<file path="src/rtl/clkrdy_pkg.sv">
package clkrdy_pkg;
    localparam int WORD_W      = 32;
    localparam int LANE_W      = 8;
    localparam int LANE_CNT    = WORD_W / LANE_W;
    localparam int SRC_CNT     = 7;
    localparam int FLAG_LSB    = 0;
    localparam int MON_BIT     = FLAG_LSB + SRC_CNT;
    localparam int IEN_LSB     = 8;
    localparam int CLR_LSB     = 16;
    localparam int MON_CLR_BIT = CLR_LSB + SRC_CNT;
    localparam int IEN_LANE    = IEN_LSB / LANE_W;
    localparam int CLR_LANE    = CLR_LSB / LANE_W;

    typedef enum logic [2:0] {
        SRC_RC40K  = 3'd0,
        SRC_LSXTAL = 3'd1,
        SRC_RC8M   = 3'd2,
        SRC_HSXTAL = 3'd3,
        SRC_PLL0   = 3'd4,
        SRC_PLL1   = 3'd5,
        SRC_PLL2   = 3'd6
    } src_idx_e;
endpackage

</file>
<file path="src/rtl/clkrdy_flag_cell.sv">
module clkrdy_flag_cell (
    input  logic clk,
    input  logic rst_n,
    input  logic set_i,
    input  logic clr_i,
    output logic flag_o
);
    logic flag_q;

    // A set pulse takes priority over a clear in the same cycle
    always_ff @(posedge clk or negedge rst_n) begin
        if (!rst_n)
            flag_q <= 1'b0;
        else if (set_i)
            flag_q <= 1'b1;
        else if (clr_i)
            flag_q <= 1'b0;
    end

    assign flag_o = flag_q;

    p_set_wins_r7: assert property (@(posedge clk) disable iff (!rst_n)
        set_i |=> flag_q);
    p_clear_takes_r5: assert property (@(posedge clk) disable iff (!rst_n)
        (clr_i && !set_i) |=> !flag_q);
    p_sticky_r2: assert property (@(posedge clk) disable iff (!rst_n)
        (!set_i && !clr_i) |=> $stable(flag_q));
endmodule

</file>
<file path="src/rtl/clkrdy_ien_reg.sv">
module clkrdy_ien_reg #(
    parameter int WIDTH = 7
) (
    input  logic             clk,
    input  logic             rst_n,
    input  logic             we_i,
    input  logic [WIDTH-1:0] d_i,
    output logic [WIDTH-1:0] q_o
);
    logic [WIDTH-1:0] ien_q;

    always_ff @(posedge clk or negedge rst_n) begin
        if (!rst_n)
            ien_q <= '0;
        else if (we_i)
            ien_q <= d_i;
    end

    assign q_o = ien_q;

    p_ien_load_r4: assert property (@(posedge clk) disable iff (!rst_n)
        we_i |=> (ien_q == $past(d_i)));
    p_ien_hold_r9: assert property (@(posedge clk) disable iff (!rst_n)
        !we_i |=> $stable(ien_q));
endmodule

</file>
<file path="src/rtl/clkrdy_irq_merge.sv">
module clkrdy_irq_merge #(
    parameter int N = 7
) (
    input  logic [N-1:0] flag_i,
    input  logic [N-1:0] ien_i,
    input  logic         mon_i,
    output logic         irq_o
);
    logic [N-1:0] hit;

    always_comb begin
        for (int k = 0; k < N; k++)
            hit[k] = flag_i[k] & ien_i[k];
        irq_o = (|hit) | mon_i;
    end
endmodule

</file>
<file path="src/rtl/clkrdy_irq_reg.sv">
module clkrdy_irq_reg
    import clkrdy_pkg::*;
(
    input  logic              clk,
    input  logic              rst_n,
    input  logic              wr_en_i,
    input  logic [LANE_CNT-1:0] wr_strb_i,
    input  logic [WORD_W-1:0] wr_data_i,
    output logic [WORD_W-1:0] rd_data_o,
    input  logic [SRC_CNT-1:0] stab_evt_i,
    input  logic              mon_fail_i,
    output logic              irq_o
);
    logic               ien_we;
    logic               clr_lane_we;
    logic [SRC_CNT-1:0] clr_req;
    logic               mon_clr_req;
    logic [SRC_CNT-1:0] flags;
    logic [SRC_CNT-1:0] ien;
    logic               mon_flag;
    logic               wr_unused;

    // Lane decode: only the enable lane and the clear lane are writable
    assign ien_we      = wr_en_i & wr_strb_i[IEN_LANE];
    assign clr_lane_we = wr_en_i & wr_strb_i[CLR_LANE];
    assign clr_req     = clr_lane_we ? wr_data_i[CLR_LSB +: SRC_CNT] : '0;
    assign mon_clr_req = clr_lane_we & wr_data_i[MON_CLR_BIT];

    // Bits that no write reaches
    assign wr_unused = ^{wr_data_i[IEN_LSB-1:0], wr_data_i[IEN_LSB+SRC_CNT],
                         wr_data_i[WORD_W-1:MON_CLR_BIT+1],
                         wr_strb_i[0], wr_strb_i[LANE_CNT-1]};

    for (genvar g = 0; g < SRC_CNT; g++) begin : g_src
        clkrdy_flag_cell u_flag (
            .clk    (clk),
            .rst_n  (rst_n),
            .set_i  (stab_evt_i[g]),
            .clr_i  (clr_req[g]),
            .flag_o (flags[g])
        );
    end

    clkrdy_flag_cell u_mon (
        .clk    (clk),
        .rst_n  (rst_n),
        .set_i  (mon_fail_i),
        .clr_i  (mon_clr_req),
        .flag_o (mon_flag)
    );

    clkrdy_ien_reg #(.WIDTH(SRC_CNT)) u_ien (
        .clk   (clk),
        .rst_n (rst_n),
        .we_i  (ien_we),
        .d_i   (wr_data_i[IEN_LSB +: SRC_CNT]),
        .q_o   (ien)
    );

    clkrdy_irq_merge #(.N(SRC_CNT)) u_merge (
        .flag_i (flags),
        .ien_i  (ien),
        .mon_i  (mon_flag),
        .irq_o  (irq_o)
    );

    always_comb begin
        rd_data_o = '0;
        rd_data_o[FLAG_LSB +: SRC_CNT] = flags;
        rd_data_o[MON_BIT]             = mon_flag;
        rd_data_o[IEN_LSB +: SRC_CNT]  = ien;
    end

    p_mon_unmasked_r11: assert property (@(posedge clk) disable iff (!rst_n)
        mon_fail_i |=> irq_o);
    p_lane0_ignored_r8: assert property (@(posedge clk) disable iff (!rst_n)
        (stab_evt_i == '0 && !mon_fail_i && !clr_lane_we)
            |=> $stable(rd_data_o[MON_BIT:FLAG_LSB]));
    p_quiet_irq_r10: assert property (@(posedge clk) disable iff (!rst_n)
        (rd_data_o[MON_BIT:FLAG_LSB] == '0) |-> !irq_o);
    p_upper_zero_r6: assert property (@(posedge clk) disable iff (!rst_n)
        clr_lane_we |=> (rd_data_o[WORD_W-1:CLR_LSB] == '0));
endmodule

</file>
<file path="config.mk">
export PLATFORM = sky130hd
export DESIGN_NAME = clkrdy_irq_reg
export DESIGN_NICKNAME = d
export VERILOG_FILES = /design/src/rtl/clkrdy_pkg.sv /design/src/rtl/clkrdy_flag_cell.sv /design/src/rtl/clkrdy_ien_reg.sv /design/src/rtl/clkrdy_irq_merge.sv /design/src/rtl/clkrdy_irq_reg.sv
export SDC_FILE = /design/constraint.sdc
export NUM_CORES = 1
export LEC_CHECK = 0
export ABC_AREA = 1
export BUFFER_PORTS_ARGS = -buffer_cell sky130_fd_sc_hd__buf_2
export CAP_MARGIN = 0
export CORE_MARGIN = 3
export CORE_UTILIZATION = 32
export CTS_CLUSTER_SIZE = 24
export DETAILED_ROUTE_END_ITERATION = 12
export PLACE_DENSITY = 0.74
export SYNTH_ARGS = -nofsm -noshare
export SYNTH_HDL_FRONTEND = slang
export SYNTH_HIERARCHICAL = 1
export SYNTH_SLANG_ARGS = --single-unit
</file>
<file path="constraint.sdc">
create_clock -name clk -period 0.8 [get_ports clk]
set_clock_uncertainty 0.1 [all_clocks]
set_input_delay 0.08 -clock clk [delete_from_list [all_inputs] [get_ports clk]]
set_output_delay 0.08 -clock clk [all_outputs]
set_load 0.02 [all_outputs]
</file>
# == Yosys cells after proc, flatten, opt, wreduce, memory -nomap -nowiden ==
# Index checks and enable logic that the tools add are counted.
# word_totals
mem_bits_rw,0
in_bits,47
word_cells,46
out_inout_bits,33
rom_bits,0
latchBits,0
reg_bits,15
mem_count,0
# op_classes
n_mul,0
addsub,0
reduce_logical,9
bitwise_logic,11
div,0
shifts,0
magnitude_cmp,0
muxes,17
n_eq_ne,0
# op_table
op,count
two-way mux 1 bit,16
nonzero test 2 bit,8
AND 1 bit,10
two-way mux 7 bit,1
OR reduction 7 bit,1
OR 1 bit,1

# == Depth between registers and ports, before layout ==
# logic_depth
depth_word,4
depth_mapped,6
depth_no_buf,5

# == By module ==
# The synthesis kept the hierarchy.
# modules_own_cells
module,cells_each,instances,area_per_inst_um2,seq_area_each_um2
clkrdy_flag_cell,5,8,40.0,25.0
clkrdy_ien_reg,30,1,269.0,175.2
clkrdy_irq_reg,38,1,212.7,0.0
clkrdy_irq_merge,15,1,56.3,0.0

# == Worst setup path before layout ==
# No wires, ideal clock.
# synth_timing
kind,register to output
from,reg g_src[0].u_flag.flag_q
to,out irq_o
slack_ns,-0.184
t_arrival_ns,0.804
required_time_ns,0.620
n_path_buf,0
stages_incl_launch_ff,5
cell_sequence,dfrtp_1 -> nand2_1 -> nand2_1 -> nor2_1 -> nand2_1
# synth_between
elab_chain_cells,3
# synth_lines
item,line_no,source
start: declaration,clkrdy_flag_cell.sv:8,logic flag_q;
start signal: assignment,clkrdy_flag_cell.sv:13,flag_q <= 1'b0;
start signal: assignment,clkrdy_flag_cell.sv:15,flag_q <= 1'b1;
start signal: assignment,clkrdy_flag_cell.sv:17,flag_q <= 1'b0;
AND 1 bit,clkrdy_irq_merge.sv:13,hit[k] = flag_i[k] & ien_i[k];
OR reduction 7 bit,clkrdy_irq_merge.sv:14,irq_o = (|hit) | mon_i;
OR 1 bit,clkrdy_irq_merge.sv:14,
end: declaration,clkrdy_irq_reg.sv:12,output logic irq_o
# No other way between the ends.

# == Final worst setup path ==
# layout_timing
from,reg g_src[4].u_flag.flag_q
to,out irq_o
# layout_between
elab_chain_cells,3
# layout_lines
item,line_no
start: declaration,clkrdy_flag_cell.sv:8
start signal: assignment,clkrdy_flag_cell.sv:13
start signal: assignment,clkrdy_flag_cell.sv:15
start signal: assignment,clkrdy_flag_cell.sv:17
AND 1 bit,clkrdy_irq_merge.sv:13
OR reduction 7 bit,clkrdy_irq_merge.sv:14
OR 1 bit,clkrdy_irq_merge.sv:14
# No other way between the ends.

==> impl_metrics.ini <==
[clock_network]
worstSkewPairLatency_ns = 0.27
clock_path_buffers = 2
htreeDepth = 1
cts_sinks = 15
cts-root-buf = clkbuf_4
clkTransAtPathRegs_ns = 0.09
numCtsBuffers = 3
cts_tree = done

[sta]
setup_viol = 31
clock.fmax_mhz = 755
rsz0062_at_grt = true
worst_slack_ns = -0.525
slew_viol_final = 0
finalCritPeriodShare = 1.66
period_needed_ns = 1.33
hold_violations = 0
tns_ns = -6.62

[routing]
vias = 900
firstDrtPassIters = 4
drt_iter0_drc = 6
drt-vias-per-instance = 3.78
final_antenna_net_count = 0
drc = 0
wl_per_cell_um = 10.4
routed_wl_mm = 2.47

[status]
violations = negative setup slack
status = finished with violations

[final_layout]
nFillCells = 231
finalNetCount = 256
drive_gt1_frac = 0.524
design_area_um2 = 1660
syn_to_final_growth_pct = 93.1
antennaDiodeCount = 0
layout_common_cells = buf_6 (37), nand2_1 (28), buf_2 (27), inv_1 (26), nand2_2 (22)
mostFrequentLayoutCell = buf_6

[power]
vdd_drop_max_mv = 1.07
power.density_nw_per_um2 = 1340
power.total_mw = 2.22
p_leak_nw = 0.935

[synthesis]
synth-warning-count = 6
ys_ff_latch = 15
synth.avg_cell_area_um2 = 6.98
syn_area_um2 = 858
syn-instance-count = 123
ys_seq_area_frac = 0.437
ys_types = 9

[worst_setup_path]
crit_required_ns = 0.62
cp_cell_sequence = nand2_1, nand2_1, nor2_2, nand2_2, buf_6
reg2reg_slack_ns = -0.16
slowest_stage = dfrtp_2
arrival_ns = 1.15
worst-setup-path-type = flop to output port
crit_fanout = 2
cp-end-kind = output port
critPathMaxStageDelay_ns = 0.42
path_common_cell = nand2_1
start_kind = flop

[placement]
gp_congestion = 0.682
portBuffers = 43
place_hpwl_mm = 1.57
dpl_worst_slack_ns = -0.237
placed_cell_area_um2 = 1160

[die]
die_x_um = 57.8
rows = 18
dieArea_um2 = 3340
io_pins = 80
start_util = 0.340
core-area_um2 = 2520
dieHeight_um = 57.8

[grt]
grt_pass1_wl_mm = 3.81
busiest_layer = met2
grtUsageMet2 = 0.258
grtUsageTotal = 0.147
grtUsageMet3 = 0.0290
grt_antenna_before_repair = 0
grt_overflow = 0
grt_max_degree = 16
grt_pass1_vias = 887
met1_usage = 0.182

[worst_hold_path]
hold_path_class = input pin to flop

[run]
drv_cap = 0
## worst max-delay path: cells and delay by family (launching register included)
| kind | cells | cell delay (ns) |
|---|---|---|
| buf+inv | 1 | 0.13 |
| flops | 1 | 0.42 |
| simple gates | 4 | 0.31 |
## logic make-up after synthesis
family	after synthesis	synth area share
buf+inv	46	0.289
flops	15	0.437
other cells	1	0.00437
simple gates	61	0.270
## per-layer routing
layer | wire [um] | share of wire
met3 | 116 | 0.047
met5 | 0 | 0
met1 | 975 | 0.39
met4 | 9 | 0.0036
met2 | 1370 | 0.55
## final cells by class
class | instances | area, um2 | share of cell area
inverters | 27 | 101 | 0.0611
repair buffers | 84 | 742 | 0.448
clock inverters | 1 | 5.00 | 0.00302
flip-flops and latches | 15 | 389 | 0.235
clock buffers | 3 | 22.5 | 0.0136
multi-input cells | 78 | 360 | 0.217
well taps | 30 | 37.5 | 0.0226
## synthesized netlist by cell type (all sizes together)
cell   instances  area, um2
nand2         51        194
conb           1       3.75
buf           19        146
dfrtp         15        375
nor2          10       37.5
inv           27        101
## where the power goes
group          switching [mW]  total, mW  internal (mW)  leakage, nW
Combinational           0.431      0.915          0.484        0.763
Sequential             0.0450      0.875          0.830        0.154
Clock                   0.240      0.425          0.185       0.0177
Total                   0.716       2.22           1.50        0.935
## repair_timing
| action | CTS | global route |
|---|---|---|
| endpoints found under the hold margin | 30 | 0 |
| endpoints found under the setup margin | 30 | 31 |
| gates resized for setup | 52 | 29 |
| setup buffers | 4 | 11 |
| pin swaps | 2 | 15 |
| hold buffers | 16 | 0 |
## final timing paths
kind,end,cells after the start,from
worst max-delay path,irq_o,5,g_src[4].u_flag/flag_o
worst min-delay path,g_src[5].u_flag/flag_o,6,wr_data_i[21]
worst max register to register,u_ien/q_o[0],4,u_ien/q_o[0]
worst min register to register,u_ien/q_o[1],3,u_ien/q_o[1]
max in group asynchronous,g_src[0].u_flag/flag_o,2,rst_n
min in group asynchronous,g_src[4].u_flag/flag_o,2,rst_n
## registers in the layout (all words and copies together) (netlist names)
name                 cells
g_src.u_flag/flag_o      7
u_ien/q_o                7
u_mon/flag_o             1
## per-stage QoR
stage               instances  utilization  hold slack [ns]
floorplan                 139            -           -0.316
global placement          209        0.460           -0.105
detailed placement        209        0.460          -0.0968
CTS                       231        0.606           0.0126
global route              238        0.657           0.0576
finish                    238        0.657           0.0339
(Power assumes the default switching activity.)
